$ cat src/rtl/rtc_pkg.sv
package rtc_pkg;

    localparam int DIG_W  = 4;
    localparam int ADDR_W = 4;

    localparam logic [ADDR_W-1:0] ADR_SEC1  = 4'd0;
    localparam logic [ADDR_W-1:0] ADR_SEC10 = 4'd1;
    localparam logic [ADDR_W-1:0] ADR_MIN1  = 4'd2;
    localparam logic [ADDR_W-1:0] ADR_MIN10 = 4'd3;
    localparam logic [ADDR_W-1:0] ADR_HR1   = 4'd4;
    localparam logic [ADDR_W-1:0] ADR_HR10  = 4'd5;
    localparam logic [ADDR_W-1:0] ADR_WDAY  = 4'd6;
    localparam logic [ADDR_W-1:0] ADR_DAY1  = 4'd7;
    localparam logic [ADDR_W-1:0] ADR_DAY10 = 4'd8;
    localparam logic [ADDR_W-1:0] ADR_MON1  = 4'd9;
    localparam logic [ADDR_W-1:0] ADR_MON10 = 4'd10;
    localparam logic [ADDR_W-1:0] ADR_YR1   = 4'd11;
    localparam logic [ADDR_W-1:0] ADR_YR10  = 4'd12;

    typedef enum logic [1:0] {
        ST_IDLE,
        ST_TIME,
        ST_DATE,
        ST_HOLD
    } seq_state_t;

    // Last day of a month as two BCD digits; rem4 == 0 marks a leap year.
    function automatic logic [7:0] last_day_bcd(input logic [7:0] mon_bcd,
                                                input logic [1:0] rem4);
        logic [7:0] v;
        case (mon_bcd)
            8'h02:                      v = (rem4 == 2'd0) ? 8'h29 : 8'h28;
            8'h04, 8'h06, 8'h09, 8'h11: v = 8'h30;
            default:                    v = 8'h31;
        endcase
        return v;
    endfunction

endpackage

$ cat src/rtl/rtc_seq_fsm.sv
module rtc_seq_fsm
    import rtc_pkg::*;
#(
    parameter int HOLD_CYCLES = 2
) (
    input  logic clk,
    input  logic rst_n,
    input  logic tick,
    input  logic day_carry,
    output logic adv_time,
    output logic adv_date,
    output logic wr_open,
    output logic busy
);

    localparam int CNT_W = (HOLD_CYCLES > 1) ? $clog2(HOLD_CYCLES) : 1;
    localparam logic [CNT_W-1:0] HOLD_LAST = CNT_W'(HOLD_CYCLES - 1);

    seq_state_t state, state_nx;
    logic [CNT_W-1:0] hold_cnt;

    always_ff @(posedge clk or negedge rst_n) begin
        if (!rst_n) state <= ST_IDLE;
        else        state <= state_nx;
    end

    always_ff @(posedge clk or negedge rst_n) begin
        if (!rst_n)                  hold_cnt <= '0;
        else if (state_nx != ST_HOLD) hold_cnt <= '0;
        else if (state == ST_HOLD)    hold_cnt <= hold_cnt + 1'b1;
    end

    always_comb begin
        state_nx = state;
        unique case (state)
            ST_IDLE: if (tick) state_nx = ST_TIME;
            ST_TIME: state_nx = day_carry ? ST_DATE : ST_HOLD;
            ST_DATE: state_nx = ST_HOLD;
            ST_HOLD: if (hold_cnt == HOLD_LAST) state_nx = ST_IDLE;
            default: state_nx = ST_IDLE;
        endcase
    end

    always_comb begin
        adv_time = 1'b0;
        adv_date = 1'b0;
        wr_open  = 1'b0;
        busy     = 1'b1;
        unique case (state)
            ST_IDLE: begin wr_open = 1'b1; busy = 1'b0; end
            ST_TIME: adv_time = 1'b1;
            ST_DATE: adv_date = 1'b1;
            ST_HOLD: ;
            default: ;
        endcase
    end

endmodule

$ cat src/rtl/rtc_time_stage.sv
module rtc_time_stage
    import rtc_pkg::*;
(
    input  logic              clk,
    input  logic              rst_n,
    input  logic              adv,
    input  logic              wr_en,
    input  logic [ADDR_W-1:0] wr_addr,
    input  logic [DIG_W-1:0]  wr_data,
    output logic [3:0]        sec1,
    output logic [2:0]        sec10,
    output logic [3:0]        min1,
    output logic [2:0]        min10,
    output logic [3:0]        hr1,
    output logic [1:0]        hr10,
    output logic              pm,
    output logic              mode24,
    output logic              day_carry
);

    logic sec_wrap, min_wrap, hr_step, at_23, at_11, at_12;

    assign sec_wrap  = (sec1 == 4'd9) && (sec10 == 3'd5);
    assign min_wrap  = (min1 == 4'd9) && (min10 == 3'd5);
    assign hr_step   = sec_wrap && min_wrap;
    assign at_23     = (hr10 == 2'd2) && (hr1 == 4'd3);
    assign at_11     = (hr10 == 2'd1) && (hr1 == 4'd1);
    assign at_12     = (hr10 == 2'd1) && (hr1 == 4'd2);
    assign day_carry = adv && hr_step && (mode24 ? at_23 : (at_11 && pm));

    always_ff @(posedge clk or negedge rst_n) begin
        if (!rst_n) begin
            sec1 <= '0; sec10 <= '0; min1 <= '0; min10 <= '0;
            hr1 <= '0; hr10 <= '0; pm <= 1'b0; mode24 <= 1'b1;
        end else if (wr_en) begin
            case (wr_addr)
                ADR_SEC1:  sec1  <= wr_data;
                ADR_SEC10: sec10 <= wr_data[2:0];
                ADR_MIN1:  min1  <= wr_data;
                ADR_MIN10: min10 <= wr_data[2:0];
                ADR_HR1:   hr1   <= wr_data;
                ADR_HR10: begin
                    hr10   <= wr_data[1:0];
                    mode24 <= wr_data[3];
                    pm     <= wr_data[2] & ~wr_data[3];
                end
                default: ;
            endcase
        end else if (adv) begin
            if (sec1 == 4'd9) begin
                sec1  <= '0;
                sec10 <= (sec10 == 3'd5) ? 3'd0 : sec10 + 3'd1;
            end else begin
                sec1 <= sec1 + 4'd1;
            end
            if (sec_wrap) begin
                if (min1 == 4'd9) begin
                    min1  <= '0;
                    min10 <= (min10 == 3'd5) ? 3'd0 : min10 + 3'd1;
                end else begin
                    min1 <= min1 + 4'd1;
                end
            end
            if (hr_step) begin
                if (mode24 && at_23) begin
                    hr1 <= 4'd0; hr10 <= 2'd0;
                end else if (!mode24 && at_12) begin
                    hr1 <= 4'd1; hr10 <= 2'd0;
                end else if (!mode24 && at_11) begin
                    hr1 <= 4'd2; pm <= ~pm;
                end else if (hr1 == 4'd9) begin
                    hr1 <= 4'd0; hr10 <= hr10 + 2'd1;
                end else begin
                    hr1 <= hr1 + 4'd1;
                end
            end
        end
    end

endmodule

$ cat src/rtl/rtc_date_stage.sv
module rtc_date_stage
    import rtc_pkg::*;
(
    input  logic              clk,
    input  logic              rst_n,
    input  logic              adv,
    input  logic              wr_en,
    input  logic [ADDR_W-1:0] wr_addr,
    input  logic [DIG_W-1:0]  wr_data,
    output logic [2:0]        wday,
    output logic [3:0]        day1,
    output logic [1:0]        day10,
    output logic [1:0]        rem4,
    output logic [3:0]        mon1,
    output logic              mon10,
    output logic [3:0]        yr1,
    output logic [3:0]        yr10
);

    logic [7:0] last_day;
    logic       month_end, year_end;

    assign last_day  = last_day_bcd({3'd0, mon10, mon1}, rem4);
    assign month_end = ({2'd0, day10, day1} == last_day);
    assign year_end  = month_end && mon10 && (mon1 == 4'd2);

    always_ff @(posedge clk or negedge rst_n) begin
        if (!rst_n) begin
            wday <= '0; day1 <= 4'd1; day10 <= '0; rem4 <= '0;
            mon1 <= 4'd1; mon10 <= 1'b0; yr1 <= '0; yr10 <= '0;
        end else if (wr_en) begin
            case (wr_addr)
                ADR_WDAY:  wday  <= wr_data[2:0];
                ADR_DAY1:  day1  <= wr_data;
                ADR_DAY10: begin
                    day10 <= wr_data[1:0];
                    rem4  <= wr_data[3:2];
                end
                ADR_MON1:  mon1  <= wr_data;
                ADR_MON10: mon10 <= wr_data[0];
                ADR_YR1:   yr1   <= wr_data;
                ADR_YR10:  yr10  <= wr_data;
                default: ;
            endcase
        end else if (adv) begin
            wday <= (wday == 3'd6) ? 3'd0 : wday + 3'd1;
            if (!month_end) begin
                if (day1 == 4'd9) begin
                    day1 <= 4'd0; day10 <= day10 + 2'd1;
                end else begin
                    day1 <= day1 + 4'd1;
                end
            end else begin
                day1 <= 4'd1; day10 <= 2'd0;
                if (year_end) begin
                    mon1 <= 4'd1; mon10 <= 1'b0;
                    rem4 <= rem4 + 2'd1;
                    if (yr1 == 4'd9) begin
                        yr1  <= 4'd0;
                        yr10 <= (yr10 == 4'd9) ? 4'd0 : yr10 + 4'd1;
                    end else begin
                        yr1 <= yr1 + 4'd1;
                    end
                end else if (mon1 == 4'd9) begin
                    mon1 <= 4'd0; mon10 <= 1'b1;
                end else begin
                    mon1 <= mon1 + 4'd1;
                end
            end
        end
    end

endmodule

$ cat src/rtl/rtc_bcd_chain.sv
module rtc_bcd_chain
    import rtc_pkg::*;
#(
    parameter int HOLD_CYCLES = 2
) (
    input  logic              clk,
    input  logic              rst_n,
    input  logic              tick,
    input  logic              wr_en,
    input  logic [ADDR_W-1:0] wr_addr,
    input  logic [DIG_W-1:0]  wr_data,
    input  logic [ADDR_W-1:0] rd_addr,
    output logic [DIG_W-1:0]  rd_data,
    output logic              busy
);

    logic adv_time, adv_date, wr_open, day_carry, wr_ok;
    logic [3:0] sec1, min1, hr1, day1, mon1, yr1, yr10;
    logic [2:0] sec10, min10, wday;
    logic [1:0] hr10, day10, rem4;
    logic       pm, mode24, mon10;
    logic [7:0] hr_view;

    assign wr_ok   = wr_en && wr_open;
    assign hr_view = {mode24, pm, hr10, hr1};

    rtc_seq_fsm #(.HOLD_CYCLES(HOLD_CYCLES)) u_seq (
        .clk(clk), .rst_n(rst_n), .tick(tick), .day_carry(day_carry),
        .adv_time(adv_time), .adv_date(adv_date), .wr_open(wr_open), .busy(busy)
    );

    rtc_time_stage u_time (
        .clk(clk), .rst_n(rst_n), .adv(adv_time), .wr_en(wr_ok),
        .wr_addr(wr_addr), .wr_data(wr_data),
        .sec1(sec1), .sec10(sec10), .min1(min1), .min10(min10),
        .hr1(hr1), .hr10(hr10), .pm(pm), .mode24(mode24), .day_carry(day_carry)
    );

    rtc_date_stage u_date (
        .clk(clk), .rst_n(rst_n), .adv(adv_date), .wr_en(wr_ok),
        .wr_addr(wr_addr), .wr_data(wr_data),
        .wday(wday), .day1(day1), .day10(day10), .rem4(rem4),
        .mon1(mon1), .mon10(mon10), .yr1(yr1), .yr10(yr10)
    );

    always_comb begin
        case (rd_addr)
            ADR_SEC1:  rd_data = sec1;
            ADR_SEC10: rd_data = {1'b0, sec10};
            ADR_MIN1:  rd_data = min1;
            ADR_MIN10: rd_data = {1'b0, min10};
            ADR_HR1:   rd_data = hr1;
            ADR_HR10:  rd_data = hr_view[7:4];
            ADR_WDAY:  rd_data = {1'b0, wday};
            ADR_DAY1:  rd_data = day1;
            ADR_DAY10: rd_data = {rem4, day10};
            ADR_MON1:  rd_data = mon1;
            ADR_MON10: rd_data = {3'b000, mon10};
            ADR_YR1:   rd_data = yr1;
            ADR_YR10:  rd_data = yr10;
            default:   rd_data = '0;
        endcase
    end

endmodule

$ cat config.mk
export PLATFORM = sky130hd
export DESIGN_NAME = rtc_bcd_chain
export DESIGN_NICKNAME = d
export VERILOG_FILES = /design/src/rtl/rtc_pkg.sv /design/src/rtl/rtc_seq_fsm.sv /design/src/rtl/rtc_time_stage.sv /design/src/rtl/rtc_date_stage.sv /design/src/rtl/rtc_bcd_chain.sv
export SDC_FILE = /design/constraint.sdc
export NUM_CORES = 1
export LEC_CHECK = 0
export BUFFER_PORTS_ARGS = -buffer_cell sky130_fd_sc_hd__buf_4
export CELL_PAD_IN_SITES_DETAIL_PLACEMENT = 0
export CELL_PAD_IN_SITES_GLOBAL_PLACEMENT = 1
export CORE_ASPECT_RATIO = 1.25
export CORE_MARGIN = 5
export CORE_UTILIZATION = 35
export DETAILED_ROUTE_END_ITERATION = 16
export PLACE_DENSITY = 0.7
export SYNTH_ARGS = -nofsm -noshare
export SYNTH_HDL_FRONTEND = slang
export SYNTH_SLANG_ARGS = --single-unit
$ cat constraint.sdc
create_clock -name clk -period 3.62 [get_ports clk]
set_clock_uncertainty 0.05 [all_clocks]
set_input_delay 0.362 -clock clk [delete_from_list [all_inputs] [get_ports clk]]
set_output_delay 0.362 -clock clk [all_outputs]
set_load 0.05 [all_outputs]
Yosys cells after proc, flatten, opt, wreduce, memory -nomap -nowiden:

Index checks and enable logic that the tools add are counted.

* word-level logic and storage cells: 253
* bits in writable memories: 0
* memories kept: 0
* latch bits: 0
* output and inout bits: 5
* bits in registers: 49
* input bits: 16
* memory bits (read-only): 0

* bitwise logic cells: 3
* multiplexer cells: 101
* shift operators: 0
* multiply operators: 0
* equality and inequality tests: 66
* div/mod/pow operators: 0
* add/subtract/negate cells: 14
* $lt $le $gt $ge: 0
* reduce and logical (&&, ||, !) cells: 51

Operators by type and width (number)
* 4-bit two-way mux: 41
* 4-bit equality test (second input constant): 17
* 4-bit one-hot mux with 13 select lines: 1
* 3-bit two-way mux: 15
* 2-bit two-way mux: 20
* 4-bit by 3-bit equality test with 1-bit output (second input constant): 8
* 4-bit by 1-bit adder with 4-bit output (second input constant): 7
* 4-bit by 2-bit equality test with 1-bit output (second input constant): 7
* 2-bit inequality test (second input constant): 14
* 1-bit two-way mux: 22
* 2-bit nonzero test: 11
* 8-bit one-hot mux with 2 select lines: 1
* 4-bit AND reduction: 4
* 1-bit logical AND: 15
* 3-bit AND reduction: 5
* 4-bit by 1-bit equality test with 1-bit output (second input constant): 3
* 5-bit by 3-bit equality test with 1-bit output (second input constant): 2
* 5-bit AND reduction: 2
* 3-bit by 1-bit adder with 3-bit output (second input constant): 3
* 3-bit equality test (second input constant): 3
* 6-bit by 8-bit equality test with 1-bit output: 1
* 4-bit zero test: 2
* 2-bit one-hot mux with 4 select lines: 1
* 2-bit AND reduction: 4
* 17 further kinds: 26

Longest topological paths before layout:

Gate-level depths: netlist of the first run.

* word-level depth: 10
* mapped depth: 9
* mapped depth without buffers: 8

Hierarchy:

A second synthesis of the first run with hierarchy kept.

* cells, all modules: 493
* area total of the unflattened synthesis: 4206.5 µm²

Modules (own cells, without submodules)
* rtc_date_stage: area an instance 1835.5 µm², seq. area each 603.1 µm², cells each 216, instances 1
* rtc_time_stage: area an instance 1655.3 µm², seq. area each 551.8 µm², cells each 183, instances 1
* rtc_bcd_chain: area an instance 550.5 µm², seq. area each 0.0 µm², cells each 77, instances 1
* rtc_seq_fsm: area an instance 165.2 µm², seq. area each 75.1 µm², cells each 17, instances 1

Worst setup path after synthesis of the first run:

No wires, ideal clock.

* kind: input to output
* start: input rd_addr[3]
* end: output rd_data[1]
* arrival time: 2.333 ns
* cell stages on the path: 7
* data required time: 3.208 ns
* slack: 0.875 ns
* path buffers: 2
* cells stage by stage: clkbuf_1 > clkbuf_1 > nand2_1 > o21ai_0 > a221o_1 > o21ai_0 > o21ai_0

* cells in the longest elaborated chain, start to end: 2

Ends and longest elaborated chain
* start, declared: RTL line rtc_bcd_chain.sv:12 `input logic [ADDR_W-1:0] rd_addr,`
* 4-bit equality test (tied with other cells): RTL line rtc_bcd_chain.sv:47 `case (rd_addr)`
* 4-bit one-hot mux with 13 select lines *: RTL line rtc_bcd_chain.sv:47
* end, declared: RTL line rtc_bcd_chain.sv:13 `output logic [DIG_W-1:0] rd_data,`

Every way passes the cells marked *; elsewhere a longest branch is shown, timed or not.

Worst setup path in the final report of the first run:

* start: register u_seq.state[0]
* end: register u_date.day1[1]

* cells in the longest elaborated chain, start to end: 5

Ends and longest elaborated chain
* start, declared: RTL line rtc_seq_fsm.sv:19 `seq_state_t state, state_nx;`
* start signal, assigned: RTL line rtc_seq_fsm.sv:24 `else state <= state_nx;`
* 2-bit zero test: RTL line rtc_seq_fsm.sv:49 `unique case (state)`
* 1-bit two-way mux: RTL line rtc_seq_fsm.sv:49
* 1-bit logical AND: RTL line rtc_bcd_chain.sv:24 `assign wr_ok = wr_en && wr_open;`
* 2-bit inequality test (no line) / 2-bit nonzero test (equally long branches)
* 2-bit AND reduction (no line)
* end signal, assigned: RTL line rtc_date_stage.sv:34 `ADR_DAY1: day1 <= wr_data;`
* end signal, assigned: RTL line rtc_date_stage.sv:51 `day1 <= day1 + 4'd1;`
* end, declared: RTL line rtc_date_stage.sv:11 `output logic [3:0] day1,`

Parallel ways exist; a longest one is shown, timed or not.
A chain may end at the register's enable or synchronous reset.

==> impl_metrics.ini, run 1 <==
[final_layout]
final_cell_count_no_fill = 597
final_nets = 485
drive_gt1_share_pct = 11.8
syn2layout_area_growth_pct = 9.52
n_antenna_cell = 0

[drt]
drc = 0
viasPerCell = 6.00
ant_nets = 0
routed_wirelength_um = 11600
first_pass_iters = 5
dr_total_vias = 3583
drt-initial-drc-count = 272
post_drt_wl_per_cell_um = 19.5

[sta]
period_needed_ns = 2.55
hold_violations = 0
period_share_pct = 70.4
clock.fmax_ghz = 0.392
slew_headroom_pct = 41.0
worstMarginPinSlew_ns = 0.882
tns_ns = 0
slew_viol_final = 0
worst_hold_slack_ns = 0.0545
setup_viol = 0
rsz0062_at_grt = false

[worst_setup_path]
crit_type = reg -> reg
worst-endpoint-required_ns = 3.72
start_kind = flip-flop
critical_path.max_stage_delay_ns = 0.67
path_cells = or3b_1 -> nor3b_2 -> a31oi_1 -> a211oi_1 -> a21oi_1
critical-path-top-delay-family = simple AND/OR/NAND/NOR gates
cp_max_fo = 14
worst_path_max_delay_cell = or3b_1
crit_path_end_kind = flip-flop
cp_num_buf_inv = 0
crit_arrival_ns = 2.65

[clock_network]
clock_sinks = 49
post_cts_buffers = 0
post_cts_resized = 0
tritoncts = yes
clock-root-buffer = clkbuf_16
htreeDepth = 2
numCtsBuffers = 5
cts_buffer_depth = 2
path_clk_slew_ns = 0.07
ctsHoldBuffers = 0
clk_latency_ns = 0.29

[power_and_ir_drop]
powerDensity_nw_per_um2 = 579
p_sw_w = 0.00102
p_leak_nw = 1.58
p_int_w = 0.00134
swShare_pct = 43.3
power_frac_seq_pct = 42.9
p_comb_share_pct = 37.1
pwr-share-clk_pct = 20.1
irDropWorstVdd_mv = 0.354

[logic_synthesis]
synth_edf_count = 0
synth_ff_type = dfrtp_1
syn-cell-area_um2 = 3730
yosys.area_share.adder_pct = 1.68
synth_xor_area_share_pct = 0.939
synth_nets = 484
syn_inst = 463
synth-warning-count = 0
synth_top_area_share_pct = 30.9
ys_seq_elements = 49
synth.largest_area_cell = dfrtp_1
synth.distinct_cells = 72
synth_seq_area_share_pct = 33.0
synthTopCellsByArea = dfrtp_1, o21ai_0, a21oi_1, nand2_1, nor2_1
synth-simple-area-share_pct = 24.9
synth_top_family_by_area = compound AO/OA/AOI/OAI gates
synth.avg_cell_area_um2 = 8.06
async_reset_ff_share_pct = 100
synth_compound_area_share_pct = 30.0
synth_mux_area_share_pct = 3.32

[global_route]
grt_pass1_vias = 3561
grt_pass1_wl_um = 19100
grt_max_degree = 50
grt.overflow.total = 0
grt_use_total_pct = 18.9
antenna_found_initial = 0

[floorplanning]
coreArea_um2 = 10500
die_h_um = 125
num_rows = 42
io_pins = 21
die_w_um = 102
dieArea_um2 = 12800
start_util_pct = 35.5

[placed_design]
place.gp.congestion = 0.835
dp.cells = 589
dp_hpwl_um = 8500
port_buffers = 20

[worst_hold_path]
hp-class = in -> async

[status]
outcome = finished clean

[job]
drv_cap = 0
## placed cells by master (no fill, tap or decap), types with 3 or more instances in the layout
cell type	instances
buf_4	23
mux2i_1	9
and3_1	9
nand3b_1	4
nor2b_1	8
dfrtp_1	46
nand3_1	14
o21ai_1	11
a211oi_1	9
o2bb2ai_1	3
nor3_1	14
a22o_1	7
dfstp_2	3
nor2_1	37
nand2_1	41
o31ai_1	9
a31oi_1	9
nor3b_1	4
nand2b_1	6
xnor2_1	4
o22ai_1	4
o21ai_0	48
a21oi_1	35
ha_1	5
inv_1	27
clkbuf_16	5
a221oi_1	4
a41oi_1	6
and2_1	5
## state kept, by name, summed over array words and instances, names as in the netlist, 3 cells and up
signal        flops
u_date.day1       4
u_date.wday       3
u_time.sec10      3
u_time.sec1       4
u_date.yr1        4
u_date.yr10       4
u_time.hr1        4
u_date.mon1       4
u_time.min10      3
u_time.min1       4
## path summary, 6_finish.rpt
path                                     start              to  slack, ns  cells past startpoint
worst max-delay path            u_seq.state[0]  u_date.day1[1]       1.07                      5
worst max register to register  u_seq.state[0]  u_date.day1[1]       1.07                      5
min in group clk                    wr_data[0]   u_date.yr1[0]       0.27                      3
max in group asynchronous                rst_n  u_date.day1[3]       3.02                      1
worst min-delay path                     rst_n  u_time.hr10[1]       0.05                      1
worst min register to register  u_time.sec1[3]  u_time.sec1[3]       0.48                      1
## worst register-to-register path, stage by stage, from the launching register on
cell,delay (ns)
dfrtp_1,0.49
or3b_1,0.67
nor3b_2,0.54
a31oi_1,0.32
a211oi_1,0.29
a21oi_1,0.06
## stage by stage
| stage | power (W) | setup slack (ns) | area [um2] | utilization, % |
|---|---|---|---|---|
| after floorplan | 0.00161 | 0.875 | 3730 | - |
| after global placement | 0.00187 | 1.15 | 3940 | 37.5 |
| after detailed placement | 0.00189 | 1.08 | 3940 | 37.5 |
| after CTS | 0.00238 | 1.06 | 4090 | 38.9 |
| after global routing | 0.00255 | 0.894 | 4090 | 38.9 |
| final | 0.00236 | 1.07 | 4090 | 38.9 |
## routing by layer
metal	global-route usage (%)	vias up	part of all wire, %
met5	0	-	0
met4	6.87	0	2.8
met3	3.29	26	4.3
met2	29.3	96	48
met1	26.2	1749	45
li1	-	1712	-
## cells by family after synthesis
family / Yosys count
compound gates: 172
simple gates: 165
buf+inv: 56
flops: 49
mux: 12
fa+ha+maj: 5
xor+xnor: 4
## power by group through the flow
stage,logic [W],registers (W),clock network [W]
finish,0.000877,0.00101,0.000475
detailed placement,0.000875,0.00101,0
floorplan,0.000759,0.000852,0
global placement,0.000859,0.00101,0
global route,0.000994,0.00105,0.000510
CTS,0.000880,0.00100,0.000492
## cells in the mapped netlist (3+ instances only)
library cell,number
o21ai_0,48
dfrtp_1,46
nand2_1,41
nor2_1,37
a21oi_1,35
inv_1,27
clkbuf_1,18
nand3_1,14
nor3_1,14
o21ai_1,11
a211oi_1,9
a31oi_1,9
and3_1,9
mux2i_1,9
o31ai_1,9
nor2b_1,8
a22o_1,7
a41oi_1,6
nand2b_1,6
and2_1,5
buf_2,5
ha_1,5
a221oi_1,4
buf_1,4
nand3b_1,4
nor3b_1,4
o22ai_1,4
xnor2_1,4
dfstp_2,3
o2bb2ai_1,3
## area by class of cell
class                   count  area (um2)
flip-flops and latches     49        1230
multi-input cells         358        2270
inverters                  27         101
clock inverters             2        15.0
clock buffers               6         129
fillers                  1101        6420
well taps                 132         165
repair buffers             23         173
(Power assumes the default switching activity.)
==> inputs of run 2 (changes only) <==
--- a/config.mk
+++ b/config.mk
@@ -12,7 +12,7 @@
 export CORE_MARGIN = 5
 export CORE_UTILIZATION = 35
 export DETAILED_ROUTE_END_ITERATION = 16
-export PLACE_DENSITY = 0.7
+export PLACE_DENSITY = 0.73
 export SYNTH_ARGS = -nofsm -noshare
 export SYNTH_HDL_FRONTEND = slang
 export SYNTH_SLANG_ARGS = --single-unit
==> constraint.sdc (replaced) <==
create_clock -name clk -period 2.1 [get_ports clk]
set_clock_uncertainty 0.05 [all_clocks]
set_input_delay 0.21 -clock clk [delete_from_list [all_inputs] [get_ports clk]]
set_output_delay 0.21 -clock clk [all_outputs]
set_load 0.05 [all_outputs]
==> run 2 against run 1 <==
The run now ends with setup timing left. Non-clock buffer count rose by 72. Via count is 7.9% higher. Clock-buffer cell count shrank 1. Global-route usage grew 0.16 points. Fmax grew 16%. Routed wire length grew 6.0%. Highest routed layer unchanged. Utilization rose by 7.6 points. First-iteration DRC count shrank 19%. Critical path type unchanged. Sequential power is 51% higher. Hold slack better by 0.082 ns. Critical path depth rose by 2. Clock power rose by 130%.
==> impl_metrics.ini, run 2 (same netlist as run 1, synthesis figures left out) <==
[worst_setup_path]
worst_r2r_path_depth = 7
start_kind = flip-flop
r2r-start = u_date.mon1[0]
r2r_slack_ns = -0.10
crit_path_end_kind = flip-flop
crit_arrival_ns = 2.31
rr_endpoint = u_date.day1[2]
crit_type = reg -> reg
path_cells = nand2b_4 -> or3_4 -> and3_4 -> or3b_4 -> buf_4 -> a41oi_2 -> o21ai_1
cp_max_fo = 6
critical_path.max_stage_delay_ns = 0.62
worst_path_max_delay_cell = dfstp_2
worst-endpoint-required_ns = 2.20

[power_and_ir_drop]
p_int_w = 0.00296
swShare_pct = 39.5
power_frac_seq_pct = 31.2
pwr-share-clk_pct = 21.8
p_leak_nw = 2.02
p_comb_share_pct = 47.1
powerDensity_nw_per_um2 = 1000
irDropWorstVdd_mv = 0.830
p_total_w = 0.00490
p_sw_w = 0.00194

[sta]
hold_violations = 0
slew_headroom_pct = 44.2
worstMarginPinSlew_ns = 0.833
slew_viol_final = 0
setup_viol = 12
rsz0062_at_grt = true
period_share_pct = 105
fin_ws_ns = -0.104
worst_hold_slack_ns = 0.137
period_needed_ns = 2.20
clock.fmax_ghz = 0.454

[status]
violations = setup timing
outcome = finished with violations

[drt]
routed_wirelength_um = 12300
post_drt_wl_per_cell_um = 18.4
ant_nets = 0
drc = 0
dr_wl_met2_um = 6080
first_pass_iters = 4
viasPerCell = 5.78
top_layer = met4
drt-met1-wl_um = 5420
met3_length_um = 548
drt-initial-drc-count = 221
dr_total_vias = 3867

[floorplanning]
die_h_um = 125
die_w_um = 102
dieArea_um2 = 12800
num_rows = 42
coreArea_um2 = 10500
io_pins = 21
start_util_pct = 35.5

[global_route]
grt_pass1_wl_um = 19100
grt.overflow.total = 0
grt_pass1_vias = 3702
antenna_found_initial = 0
grt_max_degree = 50
grt_use_total_pct = 19.1

[final_layout]
final_common_cell = buf_4
final_cell_mix = buf_4, dfrtp_1, o21ai_0, nand2_1, nor2_1
final_nets = 557
n_antenna_cell = 0
final_cell_count_no_fill = 669
syn2layout_area_growth_pct = 31.1
fin_area_um2 = 4890
drive_gt1_share_pct = 29.1
nFillCells = 1035

[placed_design]
place.gp.congestion = 0.886
dp.cells = 651
placed_area_um2 = 4450
dp_hpwl_um = 9130
port_buffers = 20

[clock_network]
clock_sinks = 49
cts_buffer_depth = 2
path_clk_slew_ns = 0.07
numCtsBuffers = 5
htreeDepth = 2
clock-root-buffer = clkbuf_16
tritoncts = yes
clk_latency_ns = 0.30

[job]
drv_cap = 0

[worst_hold_path]
min_to = u_time.mode24
hp-class = in -> reg
hold_start = wr_data[3]
holdPathStages = 2
## run 2: cell types whose count changed in the layout (fill, tap and decap cells not counted), moves of 3 or more
cell | before | now
a211oi_2 | 0 | 3
o21ai_2 | 1 | 5
a21oi_1 | 35 | 31
nor2_2 | 1 | 4
o21ai_0 | 48 | 41
buf_4 | 23 | 89
a21oi_2 | 1 | 4
buf_6 | 0 | 4
nor2_1 | 37 | 34
a211oi_1 | 9 | 6
## run 2: power by group through the flow
stage	logic, W	registers, W	clock network, W
after floorplan	0.00135	0.00147	0
after global placement	0.00211	0.00151	0
after detailed placement	0.00213	0.00153	0
after CTS	0.00218	0.00151	0.00109
after global routing	0.00252	0.00156	0.00112
final	0.00231	0.00153	0.00107
## run 2: timing repair
action                                  CTS  global route
endpoints found under the setup margin   12            32
gates cloned                              0             0
resized for setup                         7            37
buffers inserted                          1             9
pin swaps                                 1            26
hold buffers                              1             0
hold endpoints to repair                 46             0
## run 2: worst max-delay path: cells and delay by family, from the launching register on
family,cells,cell delay [ns]
AO/OA/AOI/OAI,2,0.25
flip-flops,1,0.62
buffers and inverters,1,0.16
AND/OR/NAND/NOR,4,0.97
## run 2: layout make-up
class | count | area, um2 | share of cell area, %
Sequential cell | 49 | 1230 | 25.2
Clock buffer | 5 | 125 | 2.56
Multi-Input combinational cell | 358 | 2460 | 50.3
Timing Repair Buffer | 95 | 743 | 15.2
Inverter | 27 | 101 | 2.07
Tap cell | 132 | 165 | 3.38
Clock inverter | 3 | 65.1 | 1.33
## run 2: per-stage QoR
stage	util, %	setup TNS [ns]	setup WS [ns]
6_report	46.5	-0.483	-0.104
5_1_grt	46.5	-1.65	-0.145
4_1_cts	44.6	-0.444	-0.0955
3_5_place_dp	42.3	-0.700	-0.157
3_3_place_gp	42.3	-0.345	-0.115
2_1_floorplan	-	-0.191	-0.117
## run 2: layer usage
metal  vias up  global-route usage [%]
li1       1866                       -
met3        19                    2.67
met2        93                    30.6
met5         -                       0
met1      1889                    25.8
met4         0                    7.18
## run 2: how the worst max path moves through the flow
stage / startpoint / endpoint / slack (ns) / depth (start not counted)
after CTS: u_date.mon1[0] / u_date.mon1[1] / -0.1 / 8
after floorplan: u_date.mon1[0] / u_date.day10[0] / -0.12 / 8
final: u_date.mon1[0] / u_date.day1[2] / -0.10 / 7
after detailed placement: u_date.mon1[0] / u_date.day10[0] / -0.16 / 6
after global routing: u_date.mon1[0] / u_date.mon1[1] / -0.15 / 8
after global placement: u_date.mon1[0] / u_date.day10[0] / -0.11 / 6
